### src/rtl/div_pkg.sv
package div_pkg;

    // Controller phases of one division
    typedef enum logic [1:0] {
        PH_IDLE = 2'd0,
        PH_PREP = 2'd1,
        PH_LOOP = 2'd2,
        PH_FIX  = 2'd3
    } div_phase_e;

endpackage

### src/rtl/div_magnitude.sv
// Converts a possibly negative operand into its magnitude when enabled.
module div_magnitude #(
    parameter int WIDTH = 32
) (
    input  logic [WIDTH-1:0] value_i,
    input  logic             en_i,
    output logic [WIDTH-1:0] mag_o,
    output logic             neg_o
);
    always_comb begin
        neg_o = en_i & value_i[WIDTH-1];
        mag_o = neg_o ? (~value_i + WIDTH'(1)) : value_i;
    end
endmodule

### src/rtl/div_restore_step.sv
// One radix-2 restoring step on the left-shifting remainder/quotient pair.
module div_restore_step #(
    parameter int WIDTH = 32
) (
    input  logic [WIDTH-1:0] rem_i,
    input  logic [WIDTH-1:0] quo_i,
    input  logic [WIDTH-1:0] dvs_i,
    output logic [WIDTH-1:0] rem_o,
    output logic [WIDTH-1:0] quo_o
);
    localparam int EXT_W = WIDTH + 1;

    logic [EXT_W-1:0] shifted;
    logic [EXT_W-1:0] trial;
    logic             fits;

    always_comb begin
        // the remainder MSB leaving the register stays in the comparison
        shifted = {rem_i, quo_i[WIDTH-1]};
        trial   = shifted - {1'b0, dvs_i};
        fits    = ~trial[EXT_W-1];
        rem_o   = fits ? trial[WIDTH-1:0] : shifted[WIDTH-1:0];
        quo_o   = {quo_i[WIDTH-2:0], fits};
    end
endmodule

### src/rtl/div_negate.sv
// Conditional two's-complement negation of a result word.
module div_negate #(
    parameter int WIDTH = 32
) (
    input  logic [WIDTH-1:0] value_i,
    input  logic             en_i,
    output logic [WIDTH-1:0] res_o
);
    always_comb begin
        res_o = en_i ? (~value_i + WIDTH'(1)) : value_i;
    end
endmodule

### src/rtl/seq_divider.sv
module seq_divider
    import div_pkg::*;
#(
    parameter int WIDTH = 32
) (
    input  logic             clk,
    input  logic             rst_n,
    input  logic             start_i,
    input  logic             signed_i,
    input  logic [WIDTH-1:0] dividend_i,
    input  logic [WIDTH-1:0] divisor_i,
    output logic             busy_o,
    output logic             done_o,
    output logic [WIDTH-1:0] hi_o,
    output logic [WIDTH-1:0] lo_o
);
    localparam int CNT_W = (WIDTH > 2) ? $clog2(WIDTH) : 1;
    localparam logic [CNT_W-1:0] LAST_STEP = CNT_W'(WIDTH - 1);

    typedef struct packed {
        div_phase_e       phase;
        logic [WIDTH-1:0] rem;
        logic [WIDTH-1:0] quo;
        logic [WIDTH-1:0] dvs;
        logic [CNT_W-1:0] step;
        logic             sgn;
        logic             neg_quo;
        logic             neg_rem;
        logic             done;
        logic [WIDTH-1:0] hi;
        logic [WIDTH-1:0] lo;
    } div_state_t;

    div_state_t st_d, st_q;

    // operand magnitudes, used in the preparation phase
    logic [WIDTH-1:0] dvd_mag, dvs_mag;
    logic             dvd_neg, dvs_neg;

    div_magnitude #(.WIDTH(WIDTH)) u_mag_dvd (
        .value_i (st_q.quo),
        .en_i    (st_q.sgn),
        .mag_o   (dvd_mag),
        .neg_o   (dvd_neg)
    );

    div_magnitude #(.WIDTH(WIDTH)) u_mag_dvs (
        .value_i (st_q.dvs),
        .en_i    (st_q.sgn),
        .mag_o   (dvs_mag),
        .neg_o   (dvs_neg)
    );

    // one quotient bit per cycle
    logic [WIDTH-1:0] step_rem, step_quo;

    div_restore_step #(.WIDTH(WIDTH)) u_step (
        .rem_i (st_q.rem),
        .quo_i (st_q.quo),
        .dvs_i (st_q.dvs),
        .rem_o (step_rem),
        .quo_o (step_quo)
    );

    // sign correction of the finished results
    logic [WIDTH-1:0] fix_rem, fix_quo;

    div_negate #(.WIDTH(WIDTH)) u_neg_rem (
        .value_i (st_q.rem),
        .en_i    (st_q.neg_rem),
        .res_o   (fix_rem)
    );

    div_negate #(.WIDTH(WIDTH)) u_neg_quo (
        .value_i (st_q.quo),
        .en_i    (st_q.neg_quo),
        .res_o   (fix_quo)
    );

    always_comb begin
        st_d      = st_q;
        st_d.done = 1'b0;
        unique case (st_q.phase)
            PH_IDLE: begin
                if (start_i) begin
                    st_d.sgn     = signed_i;
                    st_d.quo     = dividend_i;
                    st_d.dvs     = divisor_i;
                    st_d.rem     = '0;
                    st_d.step    = '0;
                    st_d.neg_quo = 1'b0;
                    st_d.neg_rem = 1'b0;
                    st_d.phase   = signed_i ? PH_PREP : PH_LOOP;
                end
            end
            PH_PREP: begin
                st_d.quo     = dvd_mag;
                st_d.dvs     = dvs_mag;
                st_d.neg_quo = dvd_neg ^ dvs_neg;
                st_d.neg_rem = dvd_neg;
                st_d.phase   = PH_LOOP;
            end
            PH_LOOP: begin
                st_d.rem  = step_rem;
                st_d.quo  = step_quo;
                st_d.step = st_q.step + CNT_W'(1);
                if (st_q.step == LAST_STEP) begin
                    if (st_q.sgn) begin
                        st_d.phase = PH_FIX;
                    end else begin
                        st_d.hi    = step_rem;
                        st_d.lo    = step_quo;
                        st_d.done  = 1'b1;
                        st_d.phase = PH_IDLE;
                    end
                end
            end
            PH_FIX: begin
                st_d.hi    = fix_rem;
                st_d.lo    = fix_quo;
                st_d.done  = 1'b1;
                st_d.phase = PH_IDLE;
            end
            default: st_d.phase = PH_IDLE;
        endcase
    end

    always_ff @(posedge clk or negedge rst_n) begin
        if (!rst_n) begin
            st_q <= '{phase: PH_IDLE, default: '0};
        end else begin
            st_q <= st_d;
        end
    end

    assign busy_o = (st_q.phase != PH_IDLE);
    assign done_o = st_q.done;
    assign hi_o   = st_q.hi;
    assign lo_o   = st_q.lo;

endmodule

### config.mk
export PLATFORM = sky130hd
export DESIGN_NAME = seq_divider
export DESIGN_NICKNAME = d
export VERILOG_FILES = /design/src/rtl/div_pkg.sv /design/src/rtl/div_magnitude.sv /design/src/rtl/div_restore_step.sv /design/src/rtl/div_negate.sv /design/src/rtl/seq_divider.sv
export SDC_FILE = /design/constraint.sdc
export NUM_CORES = 1
export LEC_CHECK = 0
export ABC_AREA = 1
export BUFFER_PORTS_ARGS = -buffer_cell sky130_fd_sc_hd__buf_2
export CELL_PAD_IN_SITES_DETAIL_PLACEMENT = 0
export CELL_PAD_IN_SITES_GLOBAL_PLACEMENT = 1
export CORE_MARGIN = 3
export CORE_UTILIZATION = 25
export DETAILED_ROUTE_END_ITERATION = 8
export PLACE_DENSITY = 0.61
export SETUP_SLACK_MARGIN = 0.2
export SLEW_MARGIN = 15
export SYNTH_ARGS = -nofsm -noshare
export SYNTH_HDL_FRONTEND = slang
export SYNTH_SLANG_ARGS = --single-unit
export TNS_END_PERCENT = 30
### constraint.sdc
create_clock -name clk -period 5.8 [get_ports clk]
set_input_delay 0 -clock clk [delete_from_list [all_inputs] [get_ports clk]]
set_output_delay 0 -clock clk [all_outputs]
set_load 0.02 [all_outputs]
==> summary.txt <==
Pwr
  • PnR Total Power: 7.59 mW
  • Power Density: 445 nW/um2
  • IR drop worst, VDD: 0.284 mV
  • Static leakage: 8.42 nW

Route
  • Routed vias/inst: 4.85
  • Vias: 14900
  • DRC: 0
  • DR pass1 iterations: 5
  • Final Routed Wirelength: 56.5 mm
  • Routed WL per cell: 18.4 um
  • Post-route antenna net violation count: 0
  • Violation count after the first detailed-routing iteration: 1218

Yosys
  • Count leader, synth: sky130_fd_sc_hd__nand2_1
  • Post-Syn Instances: 2212
  • Most common library cells after synthesis: 562 x sky130_fd_sc_hd__nand2_1, 274 x sky130_fd_sc_hd__inv_1, 222 x sky130_fd_sc_hd__nor2_1
  • Flop and latch count out of synthesis: 171
  • Synth Net Count: 2322
  • Sequential-to-total area share from yosys stat: 28.8%
  • Fraction of post-synthesis cell area in the top cell type by area: 28.8%
  • Synth cell types: 54
  • Main area contributors after synthesis: sky130_fd_sc_hd__dfrtp_1 29%, sky130_fd_sc_hd__nand2_1 14%, sky130_fd_sc_hd__inv_1 6.9%
  • Mapped Area: 14900 um2
  • Per-instance average area after synthesis: 6.71 um2
  • Number of synthesized flops with an enable pin: 0
  • Count of synthesis-stage warnings from yosys: 0
  • Dominant register cell in the synthesized netlist: sky130_fd_sc_hd__dfrtp_1
  • Share of synthesized flip-flops with an asynchronous set or reset: 100%
  • Dominant cell type by area after synthesis: sky130_fd_sc_hd__dfrtp_1

Final layout
  • Area Growth Syn to Fin: 15.0%
  • Final core occ: 29.3%
  • Non-filler cells, final: 3078
  • Antenna diode count: 0
  • Post-layout nets: 2410
  • Proportion of layout cells with a drive suffix above 1: 15.0%

STA
  • Least-Margin Pin Slew: 951 ps
  • Setup TNS: 0 ps
  • Final critical delay including setup and external delays: 3780 ps
  • RSZ-0062 raised after global routing: false
  • Upper clock frequency limit: 265 MHz
  • Final setup violating endpoints: 0
  • Skew final: 11.7 ps
  • Final-layout worst hold slack: 51.1 ps
  • Final max-slew violation count: 0
  • Hold Violations, Final: 0
  • Worst-case headroom to the max-slew limit: 36.4%
  • Share of the clock period used by the worst path: 65.1%

Clock network
  • Clk buf depth: 2
  • TritonCTS clock tree: built
  • Buffer cell driving the clock tree root: sky130_fd_sc_hd__clkbuf_16
  • Number of H-tree branching levels: 4
  • Post-CTS setup repair buffer count: 0
  • Sinks on Clock Net: 171
  • Clock latency at the later pin of the worst-skew pair: 500 ps
  • Number of resized instances in the post-cts repair step: 0
  • Number of CTS-inserted buffers: 17
  • Clock Pin Slew Worst Setup and Hold Paths: 80 ps

Min path
  • Path type of the worst min-delay path: input pin to asynchronous set/reset pin

Die
  • Full die area: 62400 um2
  • Area of the placeable core: 58200 um2
  • I/O pin count: 134
  • Horizontal extent of the die: 250 um
  • Starting density of the core: 25.5%
  • Placement Rows: 88
  • Die span in y: 250 um

Setup path
  • Reg2Reg Launch Point: st_q[169]
  • Worst EP arrival: 4190 ps
  • Class of the most critical setup path: register to register
  • Worst R2R Setup Slack: 2020 ps
  • Critical path data required time: 6210 ps
  • Crit start category: register
  • Reg-to-Reg End: lo_o[17]
  • Reg2Reg Depth: 9
  • Maximum fanout along the worst path: 49
  • Last element of the critical path: lo_o[17]
  • CP Launch Point: st_q[169]
  • Kind of capture point of the worst setup path: register

Global route
  • Overall global routing resource usage: 17.9%
  • Congestion Overflow GR: 0
  • Vias in the first global route: 14400
  • Maximum number of pins on one net before global-route repair: 73
  • First-pass GRT wire length: 86.4 mm
  • Antenna violations before repair: 0

Placement
  • Post-DP HPWL: 42.8 mm
  • I/O Buffers: 133
  • Number of placed instances with taps included: 2977
  • Gp weighted congestion: 0.914

Flow run
  • Max-capacitance violation count: 0

Outcome
  • Run status: finished clean
-- what timing repair did --
item | 4_1_cts | 5_1_grt
hold buffers | 69 | 0
endpoints found under the hold margin | 140 | 0
endpoints found under the setup margin | 0 | 0
-- cell usage in the layout (no fill, tap or decap), types with 11 or more instances in the layout --
| cell type | instances |
|---|---|
| sky130_fd_sc_hd__nand3_1 | 152 |
| sky130_fd_sc_hd__xnor2_1 | 13 |
| sky130_fd_sc_hd__inv_1 | 274 |
| sky130_fd_sc_hd__o21ai_0 | 64 |
| sky130_fd_sc_hd__nand2_2 | 13 |
| sky130_fd_sc_hd__nand2_1 | 560 |
| sky130_fd_sc_hd__buf_2 | 132 |
| sky130_fd_sc_hd__inv_2 | 12 |
| sky130_fd_sc_hd__a21oi_1 | 155 |
| sky130_fd_sc_hd__dlygate4sd3_1 | 69 |
| sky130_fd_sc_hd__a22oi_1 | 44 |
| sky130_fd_sc_hd__nor2_2 | 11 |
| sky130_fd_sc_hd__dfrtp_1 | 171 |
| sky130_fd_sc_hd__xor2_1 | 24 |
| sky130_fd_sc_hd__clkbuf_16 | 17 |
| sky130_fd_sc_hd__ha_1 | 40 |
| sky130_fd_sc_hd__nor3_1 | 13 |
| sky130_fd_sc_hd__nor2_1 | 220 |
| sky130_fd_sc_hd__nand3_2 | 34 |
| sky130_fd_sc_hd__a21oi_2 | 33 |
| sky130_fd_sc_hd__nand2_4 | 33 |
| sky130_fd_sc_hd__nand4_1 | 24 |
| sky130_fd_sc_hd__buf_4 | 17 |
| sky130_fd_sc_hd__o22ai_1 | 50 |
| sky130_fd_sc_hd__o211ai_1 | 31 |
| sky130_fd_sc_hd__a31oi_1 | 22 |
-- flip-flops by register name, summed over array words and instances (netlist names) --
register,cells
done_o,1
hi_o,32
lo_o,32
st_q,106
-- cell type report --
cell class	count	area (um2)
multi-input combinational	1601	8610
fill	6452	41200
clock inverter	14	218
sequential	171	4280
timing repair buffer	219	1490
tap	765	957
inverter	290	1090
clock buffer	18	429
-- cells by family after synthesis --
family	count (synthesis)	share of synthesized area, %
AOI/OAI and AO/OA	428	17.8
xor gates and xnor gates	37	2.18
adders and majority gates	42	3.59
buffers and inverters	440	13.5
DFF	171	28.8
and+or+nand+nor	1094	34.2
-- through the flow --
| stage | setup WS, ps | cell area [um2] |
|---|---|---|
| floorplan | 3460 | 14900 |
| global placement | 2130 | 15700 |
| detailed placement | 2030 | 15700 |
| CTS | 1960 | 17100 |
| global route | 1800 | 17100 |
| finish | 2020 | 17100 |
-- critical path: stages, from the launching register on --
cell and delay [ps]:
sky130_fd_sc_hd__dfrtp_1 410, sky130_fd_sc_hd__inv_1 110, sky130_fd_sc_hd__ha_1 610, sky130_fd_sc_hd__inv_2 460
sky130_fd_sc_hd__nor3_4 320, sky130_fd_sc_hd__buf_4 670, sky130_fd_sc_hd__inv_1 580, sky130_fd_sc_hd__o21ai_0 310
sky130_fd_sc_hd__inv_1 60, sky130_fd_sc_hd__a21oi_1 140
-- layer usage --
metal  vias to the layer above  wire length, um  track usage [%]
li1                       7360                -                -
met1                      7146            28000             25.8
met2                       378            24400             26.8
met3                        53             2780             3.56
met4                         0             1250             5.24
met5                         -                0                0
-- power by group --
part / switching, mW / internal [mW]
combinational: 2.90 / 1.23
sequential: 0.455 / 1.66
clock: 0.573 / 0.768
-- worst min path at each step --
stage	slack, ps	start	end	depth (start not counted)
after global placement	60	rst_n	st_q[95]	1
after CTS	90	rst_n	st_q[95]	2
final	50	rst_n	st_q[89]	2
after global routing	100	rst_n	st_q[92]	2
after floorplan	-300	rst_n	done_o	0
after detailed placement	60	rst_n	st_q[95]	1
No activity file was read; power rests on OpenSTA's default activity.
